### src/rtl/lts_pkg.sv
package lts_pkg;
    typedef logic [31:0] gtime_t;

    // later of two global times
    function automatic gtime_t later_of(gtime_t a, gtime_t b);
        return (a > b) ? a : b;
    endfunction
endpackage

### src/rtl/lts_lease_calc.sv
module lts_lease_calc
    import lts_pkg::*;
#(
    parameter int LW = 16
) (
    input  gtime_t          now_i,
    input  logic [LW-1:0]   life_i,
    input  gtime_t          line_ts_i,
    output gtime_t          grant_o,
    output gtime_t          ts_ext_o,
    output gtime_t          gwct_o
);
    localparam int PADW = 32 - LW;

    always_comb begin
        grant_o  = now_i + {{PADW{1'b0}}, life_i};
        ts_ext_o = later_of(line_ts_i, grant_o);
        // equal to now means lapsed: now is returned either way
        gwct_o   = later_of(line_ts_i, now_i);
    end
endmodule

### src/rtl/lts_fill_timer.sv
module lts_fill_timer #(
    parameter int LAT = 4
) (
    input  logic clk,
    input  logic rst_n,
    input  logic run_i,
    output logic last_o
);
    localparam int CW = $clog2(LAT + 1);

    logic [CW-1:0] cnt_d, cnt_q;

    always_comb begin
        cnt_d = run_i ? CW'(cnt_q + 1'b1) : '0;
    end

    always_ff @(posedge clk or negedge rst_n) begin
        if (!rst_n) cnt_q <= '0;
        else        cnt_q <= cnt_d;
    end

    assign last_o = run_i && (cnt_q == CW'(LAT - 1));
endmodule

### src/rtl/lts_l2_bank.sv
module lts_l2_bank
    import lts_pkg::*;
#(
    parameter int AW       = 12,
    parameter int DW       = 32,
    parameter int LW       = 16,
    parameter int DEPTH    = 16,
    parameter int FILL_LAT = 4
) (
    input  logic          clk,
    input  logic          rst_n,
    input  logic [31:0]   gtime_i,
    input  logic          req_valid_i,
    output logic          req_ready_o,
    input  logic          req_store_i,
    input  logic [AW-1:0] req_addr_i,
    input  logic [LW-1:0] req_life_i,
    input  logic [DW-1:0] req_wdata_i,
    output logic          rsp_valid_o,
    output logic          rsp_store_o,
    output logic [DW-1:0] rsp_data_o,
    output logic [31:0]   rsp_time_o,
    output logic          mem_rd_o,
    output logic          mem_wr_o,
    output logic [AW-1:0] mem_addr_o,
    output logic [DW-1:0] mem_wdata_o,
    input  logic [DW-1:0] mem_rdata_i
);
    localparam int IW = $clog2(DEPTH);
    localparam int TW = AW - IW;

    typedef struct {
        logic          vld  [DEPTH];
        logic [TW-1:0] tag  [DEPTH];
        logic [DW-1:0] data [DEPTH];
        gtime_t        ts   [DEPTH];
        logic          busy;
        logic [AW-1:0] p_addr;
        logic [LW-1:0] p_life;
        logic          rsp_v;
        logic          rsp_st;
        logic [DW-1:0] rsp_data;
        gtime_t        rsp_time;
        logic          mem_wr;
        logic [AW-1:0] mem_addr;
        logic [DW-1:0] mem_wdata;
    } bank_t;

    bank_t st_d, st_q;

    logic          fill_last;
    logic          accept;
    logic          hit;
    logic [IW-1:0] req_idx, sel_idx;
    logic [TW-1:0] req_tag, sel_tag;
    logic [LW-1:0] sel_life;
    gtime_t        grant, ts_ext, gwct;

    assign req_idx  = req_addr_i[IW-1:0];
    assign req_tag  = req_addr_i[AW-1:IW];
    assign sel_idx  = st_q.busy ? st_q.p_addr[IW-1:0]  : req_idx;
    assign sel_tag  = st_q.busy ? st_q.p_addr[AW-1:IW] : req_tag;
    assign sel_life = st_q.busy ? st_q.p_life : req_life_i;
    assign accept   = req_valid_i && !st_q.busy;
    assign hit      = st_q.vld[req_idx] && (st_q.tag[req_idx] == req_tag);

    lts_fill_timer #(.LAT(FILL_LAT)) u_timer (
        .clk    (clk),
        .rst_n  (rst_n),
        .run_i  (st_q.busy),
        .last_o (fill_last)
    );

    lts_lease_calc #(.LW(LW)) u_calc (
        .now_i     (gtime_i),
        .life_i    (sel_life),
        .line_ts_i (st_q.ts[sel_idx]),
        .grant_o   (grant),
        .ts_ext_o  (ts_ext),
        .gwct_o    (gwct)
    );

    always_comb begin
        st_d        = st_q;
        st_d.rsp_v  = 1'b0;
        st_d.mem_wr = 1'b0;
        if (st_q.busy) begin
            if (fill_last) begin
                st_d.vld[sel_idx]  = 1'b1;
                st_d.tag[sel_idx]  = sel_tag;
                st_d.data[sel_idx] = mem_rdata_i;
                st_d.ts[sel_idx]   = ts_ext;
                st_d.rsp_v         = 1'b1;
                st_d.rsp_st        = 1'b0;
                st_d.rsp_data      = mem_rdata_i;
                st_d.rsp_time      = grant;
                st_d.busy          = 1'b0;
            end
        end else if (accept) begin
            st_d.mem_addr = req_addr_i;
            if (req_store_i) begin
                st_d.vld[req_idx]  = 1'b1;
                st_d.tag[req_idx]  = req_tag;
                st_d.data[req_idx] = req_wdata_i;
                st_d.rsp_v         = 1'b1;
                st_d.rsp_st        = 1'b1;
                st_d.rsp_data      = req_wdata_i;
                st_d.rsp_time      = gwct;
                st_d.mem_wr        = 1'b1;
                st_d.mem_wdata     = req_wdata_i;
            end else if (hit) begin
                st_d.ts[req_idx]   = ts_ext;
                st_d.rsp_v         = 1'b1;
                st_d.rsp_st        = 1'b0;
                st_d.rsp_data      = st_q.data[req_idx];
                st_d.rsp_time      = grant;
            end else begin
                st_d.busy   = 1'b1;
                st_d.p_addr = req_addr_i;
                st_d.p_life = req_life_i;
            end
        end
    end

    always_ff @(posedge clk or negedge rst_n) begin
        if (!rst_n) begin
            for (int i = 0; i < DEPTH; i++) begin
                st_q.vld[i]  <= 1'b0;
                st_q.tag[i]  <= '0;
                st_q.data[i] <= '0;
                st_q.ts[i]   <= '0;
            end
            st_q.busy      <= 1'b0;
            st_q.p_addr    <= '0;
            st_q.p_life    <= '0;
            st_q.rsp_v     <= 1'b0;
            st_q.rsp_st    <= 1'b0;
            st_q.rsp_data  <= '0;
            st_q.rsp_time  <= '0;
            st_q.mem_wr    <= 1'b0;
            st_q.mem_addr  <= '0;
            st_q.mem_wdata <= '0;
        end else begin
            st_q <= st_d;
        end
    end

    assign req_ready_o = !st_q.busy;
    assign rsp_valid_o = st_q.rsp_v;
    assign rsp_store_o = st_q.rsp_st;
    assign rsp_data_o  = st_q.rsp_data;
    assign rsp_time_o  = st_q.rsp_time;
    assign mem_rd_o    = st_q.busy;
    assign mem_wr_o    = st_q.mem_wr;
    assign mem_addr_o  = st_q.mem_addr;
    assign mem_wdata_o = st_q.mem_wdata;
endmodule

### config.mk
export PLATFORM = sky130hd
export DESIGN_NAME = lts_l2_bank
export DESIGN_NICKNAME = d
export VERILOG_FILES = /design/src/rtl/lts_pkg.sv /design/src/rtl/lts_lease_calc.sv /design/src/rtl/lts_fill_timer.sv /design/src/rtl/lts_l2_bank.sv
export SDC_FILE = /design/constraint.sdc
export NUM_CORES = 2
export LEC_CHECK = 0
export BUFFER_PORTS_ARGS = -buffer_cell sky130_fd_sc_hd__buf_2
export CORE_MARGIN = 2
export CORE_UTILIZATION = 60
export CTS_BUF_LIST = sky130_fd_sc_hd__clkbuf_4 sky130_fd_sc_hd__clkbuf_8
export DETAILED_ROUTE_END_ITERATION = 8
export GPL_ROUTABILITY_DRIVEN = 0
export HOLD_SLACK_MARGIN = 0.06
export PLACE_DENSITY = 0.78
export SYNTH_ARGS = -nofsm -noshare
export SYNTH_HDL_FRONTEND = slang
export SYNTH_SLANG_ARGS = --single-unit
### constraint.sdc
create_clock -name clk -period 8 [get_ports clk]
set_clock_uncertainty 0.2 [all_clocks]
set_input_delay 0.8 -clock clk [delete_from_list [all_inputs] [get_ports clk]]
set_output_delay 0.8 -clock clk [all_outputs]
set_load 0.02 [all_outputs]
# Word level (Yosys, flattened, before mapping)
# Index checks and enable logic that the tools add are counted.
# op_classes
muxes,50
n_reduce_logical,16
eq_ne,4
n_bitwise,7
addsub,2
order_cmp,6
# op_table
operator,count
two-way mux 1169 bit,2
bitwise mux 512 bit,4
two-way mux 1308 bit,1
two-way mux 656 bit,1
two-way mux 541 bit,1
two-way mux 512 bit,1
two-way mux 32 bit,9
two-way mux 66 bit,4
binary-select mux 32 bit (select 4 bit),2
bitwise mux 128 bit,2
demux 32 bit (select 4 bit),2
demux 8 bit (select 4 bit),2
greater-than comparator 32 bit,2
two-way mux 45 bit,1
two-way mux 8 bit,5
adder 32 x 16 -> 32 bit,1
binary-select mux 8 bit (select 4 bit),1
bitwise OR 16 bit,2
two-way mux 29 bit,1
two-way mux 16 bit,1
greater-or-equal comparator 5 bit (second input constant),2
less-than comparator 5 x 1 -> 1 bit (second input constant),2
NOT 4 -> 5 bit,2
AND reduction 3 bit,3
16 further kinds,31
# totals
register_bits,1311

# Logic depth before layout (Yosys ltp)
# logic_depth
word_depth,12
depth_mapped,26
depth_no_buf,20

# Modules after synthesis
# A second synthesis with hierarchy kept.
# hier_totals
cells_unflattened,6824
area_unflattened_um2,72583.4
# modules_own_cells
module,area_per_inst_um2,instances,cells_per_inst
lts_l2_bank,68577.0,1,6290
lts_lease_calc,3875.0,1,524
lts_fill_timer,131.4,1,10

# Worst setup path after synthesis
# No wires, ideal clock.
# synth_timing
path_type,reg-to-reg
startpoint,"register st_q, in the netlist mem_rd_o"
endpoint,register st_q[178] (netlist name)
required_time_ps,7654
stages_incl_launch_ff,25
arrival_ps,6775
period_less_slack_ps,7121
path_slack_ps,879
path_cell_list,dfrtp_1 -> clkbuf_1 -> clkbuf_1 -> clkbuf_1 -> clkbuf_1 -> mux2_2 -> ha_1 -> nand4_1 -> a211oi_1 -> a211oi_1 -> nor3b_1 -> nand3_1 -> xnor2_1 -> ha_1 -> nand3_1 -> or3_1 -> or4_1 -> or4_1 -> clkbuf_1 -> and2_1 -> clkbuf_1 -> clkbuf_1 -> a21oi_1 -> clkbuf_1 -> mux2i_1
# synth_via
elab_chain_cells,12
# synth_lines
item,line,source
"start, declared",lts_l2_bank.sv:49,"bank_t st_d, st_q;"
"start signal, assigned",lts_l2_bank.sv:144,st_q <= st_d;
branches (longest 12 deep; another with adder 32 x 16 -> 32 bit),-,
# Parallel ways; which one is timed is not known. The select of a mux whose other input is x is not followed.
# A chain may end at the register's enable or synchronous reset.

# Worst setup path after layout
# layout_timing
startpoint,"register st_q, in the netlist mem_rd_o"
endpoint,register st_q[481] (netlist name)
# The elaborated chain is that of the path after synthesis.

==> metrics.md <==
| Metric | Value |
|---|---|
| Adder-cell share of the synthesized area | 0.0153 |
| Flip-flop and latch count after synthesis | between 1000 and 1500 |
| Number of enable-type register cells in the synthesized netlist | 0 |
| Xor and xnor area share after synthesis | 0.00384 |
| Number of iterations in the first detailed-routing pass | 9 |
| Number of different library cells in the post-synthesis netlist | 68 |
| DRC violation total after the first TritonRoute iteration | 8218 |
| Basic-gate share of the synthesized area counting and, or, nand and nor cells | 0.0802 |
| Transition time at the pin with the least slew margin | 1320 ps |
| Required arrival time at the worst endpoint | about 8600 ps |
| X dimension of the die | 342 um |
| Share of cell area taken by muxes after synthesis | 0.195 |
| Crit. path cell count | 17 |
| Area growth syn-to-layout | 9.95% |
| Relative slew slack | 0.114 |
| Outcome | complete, no violations |
| Post-Place Setup Slack | approximately 600 ps |
| Ranking of synthesized cells by instance count | dfrtp_1 (1311), a22oi_1 (775), nor2_1 (592), clkbuf_1 (534), nand2_1 (522) |
| Routed wire length | roughly 230000 um |
| Endpoints failing hold | 0 |
| PortBufs | 240 |
| Vias in the first global route | 56500 |
| Grt total ovfl | 0 |
| Total die area | about 0.12 mm^2 |
| Yosys warnings | 0 |
| Main combinational cell family by area after synthesis | multiplexers |
| Share of the synthesized area in the top cell type | 0.479 |
| Complex-gate fraction of the synthesized area | 0.161 |
| Layout Nets | 6468 |
| Share of total power in the clock network | 0.222 |
| Dominant cell type by area after synthesis | dfrtp_1 |
| Final Cycle Share | 0.973 |
| Worst-Skew Late Latency | about 940 ps |
| Cell Int Power | roughly 0.017 W |
| Clock tree sinks | ~1300 |
| Top-level port count | between 200 and 250 |
| Chip Height | 342 um |
| Effective utilization at floorplan | 0.607 |
| Largest cells by area after synthesis | dfrtp_1 (48%), mux4_2 (10%), a22oi_1 (8.5%), mux2_2 (4.3%), mux2i_1 (3.8%) |
| Worst-case reg-to-reg path depth | 17 |
| Worst path buffer plus inverter count | 1 |
| Largest buffer count on any clock path | 3 |
| Least setup slack across all paths after layout | approximately 220 ps |
| Switching power summed over all nets | 0.0115 W |
| Reg power frac | 0.359 |
| Worst Path Class, Setup | reg2reg |
| Fin crit period | roughly 8000 ps |
| Kind of launch point of the worst setup path | register |
| Mapped Avg Cell Area | between 10 and 15 um^2 |
| Setup repair after global routing missed its margin | false |
| Post-synthesis sequential area ratio | 0.479 |
| GR Util All Layers | 0.392 |
| Pin count of the biggest net entering global routing | roughly 160 |
| Max frequency | between 100 and 150 MHz |
| Final design area excluding fillers | between 0.07 and 0.08 mm^2 |
| Final total negative setup slack | 0 ps |
| Async set-or-reset flop fraction in the synthesized netlist | 1.00 |
| Worst Setup End Kind | register |
| Final setup violation count | 0 |
| Path type of the worst min-delay path | in2reg |
| Clk slew on worst S/H paths | roughly 60 ps |
| Synth Net Count | ~6600 |
| R2r startpoint | mem_rd_o |
| Peak VDD IR | between 0.2 and 0.3 mV |
| Register-to-register path setup slack | roughly 220 ps |
| Power Density | between 300 and 400 mW/mm^2 |
| Biggest cell delay along the critical path | roughly 1100 ps |
| Reg2reg end | st_q[481] |
| Detailed placement HPWL | between 100000 and 150000 um |
| Remaining antenna violation count after routing | 0 |
| Vias per cell | 7.07 |
| Clk root buf | clkbuf_8 |
| Maximum net fanout on the critical path | 34 |
| Placed instance area | 0.0699 mm^2 |
| Standard cell core area | 0.113 mm^2 |
| Share of total power consumed by net switching | 0.399 |
| Worst hold start | req_wdata_i[24] |
| Main flop type after synthesis | dfrtp_1 |
| Fraction of layout instances using a drive strength above 1 | 0.235 |
| Worst Hold Path EP | mem_wdata_o[24] |
| Worst path slowest cell | a211oi_1 |
| Cell family with the largest share of critical-path delay | simple AND/OR/NAND/NOR gates |
| Instance count of the mapped netlist | 6372 |
| Detailed-route wire length per cell | slightly below 30 um |
| Cells along the critical path | mux2_2 > ha_1 > a21oi_1 > o221ai_1 > a211oi_1 > nor3b_1 > nand3_1 > xnor2_1 > ha_1 > nand3_1 > or3_1 > or4_1 > or4_1 > nand2_1 > buf_4 > mux2i_1 > mux2_2 |
| First-pass GRT wire length | about 340000 um |
| Number of slew-limit violations in the final report | 0 |
| Clock tree from TritonCTS | yes |
| DRC violations left | 0 |
| Number of CTS-inserted buffers | between 200 and 250 |
| Leading cell type by number of instances after synthesis | dfrtp_1 |
| Area of the mapped netlist | between 0.06 and 0.07 mm^2 |
| Leak Pwr | 34.8 nW |
| Worst Path Arrival | between 8000 and 9000 ps |
| Count of vias placed by the detailed router | 56200 |
| Row count | 123 |
| Initial antenna violation count | 18 |
| Cell depth of the worst hold path | 3 |
| H-Tree Depth | 4 |
| Maximum capacitance violations | 0 |
| Power share of the combinational group | 0.419 |
[sequential cells by signal, summed over array words and instances (netlist names)]
register       cells
mem_rd_o           1
rsp_valid_o        1
u_timer.cnt_q      3
rsp_store_o        1
rsp_data_o        32
st_q            1196
rsp_time_o        32
mem_wr_o           1
mem_addr_o        12
mem_wdata_o       32
[cells by family (layout without fill, tap and decap cells)]
kind of cell    after synthesis  count (layout)
compound gates             1694            1694
xor+xnor                     30              30
fa+ha+maj                    83              83
buf+inv                    1036            1094
flops                      1311            1311
mux                         886             886
other cells                   0              18
simple gates               1332            1332
[metal layers]
metal | global-route usage | vias to the layer above | part of all wire
met5 | 0.00163 | - | 0.00031
met3 | 0.132 | 1213 | 0.14
met4 | 0.262 | 10 | 0.074
met2 | 0.578 | 4602 | 0.44
met1 | 0.494 | 27700 | 0.34
li1 | - | 22700 | -
[timing repair]
item,4_1_cts,5_1_grt
hold buffers,61,0
endpoints found under the hold margin,201,0
setup buffers,0,0
resized for setup,0,0
[placed cells by master (no fill, tap or decap), types with 9 or more instances in the layout]
master,netlist,layout
mux2_4,52,52
o221ai_1,10,10
buf_2,47,235
o22ai_1,13,13
diode_2,0,18
mux2_2,264,262
and3_1,47,47
a221o_1,39,39
clkbuf_8,0,283
nor2b_1,15,14
nand2_1,522,520
inv_1,254,254
mux4_2,313,313
nor2_4,0,27
nor2_1,592,562
o21ai_0,239,239
xnor2_1,21,21
o2111ai_1,11,11
or2_2,12,12
nor3_1,29,19
o21ai_4,0,11
buf_4,117,140
dfrtp_1,1311,1310
a21oi_1,508,502
a22oi_1,775,775
nand3_1,43,43
dlygate4sd3_1,0,61
clkinv_2,0,24
a211oi_1,9,9
nand2b_1,14,14
clkbuf_4,0,68
ha_1,82,81
xor2_1,9,9
nand4_1,21,21
mux2i_1,257,257
buf_12,0,14
[per-stage QoR]
stage,utilization,cells,hold WS (ps),power (W)
after CTS,0.667,7930,60.3,0.0285
after detailed placement,0.620,7482,220,0.0221
after global placement,0.620,7482,214,0.0215
after global routing,0.667,7938,111,0.0301
final,0.668,7948,98.2,0.0289
after floorplan,-,6372,203,0.0184
[power groups by stage]
stage | Sequential (W) | Clock [W] | Combinational (W)
2_1_floorplan | 0.00988 | 0 | 0.00849
3_3_place_gp | 0.0102 | 0 | 0.0113
3_5_place_dp | 0.0104 | 0 | 0.0117
4_1_cts | 0.0103 | 0.00642 | 0.0118
5_1_grt | 0.0106 | 0.00673 | 0.0128
6_report | 0.0104 | 0.00641 | 0.0121
[worst register-to-register path: stages, from the launching register on]
cell	delay [ps]
dfrtp_4	810
mux2_2	460
ha_1	350
a21oi_1	220
o221ai_1	210
a211oi_1	1110
nor3b_1	370
nand3_1	210
xnor2_1	130
ha_1	350
nand3_1	100
or3_1	440
or4_1	530
or4_1	510
nand2_1	110
buf_4	260
mux2i_1	1010
mux2_2	330
[final cells by class]
cell class	instances	area, um^2
timing repair buffer	452	3150
sequential	1311	32800
tap	1500	1880
antenna	18	45.0
clock buffer	350	4390
inverter	255	958
fill	8134	37500
multi-input combinational	4025	31800
clock inverter	37	324
[how the worst max path moves through the flow]
stage | start | end | slack (ps)
5_1_grt | mem_rd_o | st_q[287] | 70
2_1_floorplan | mem_rd_o | st_q[178] | 880
4_1_cts | mem_rd_o | st_q[287] | 570
3_5_place_dp | mem_rd_o | st_q[195] | 610
3_3_place_gp | mem_rd_o | st_q[323] | 670
6_report | mem_rd_o | st_q[481] | 220
(Power assumes the default switching activity.)
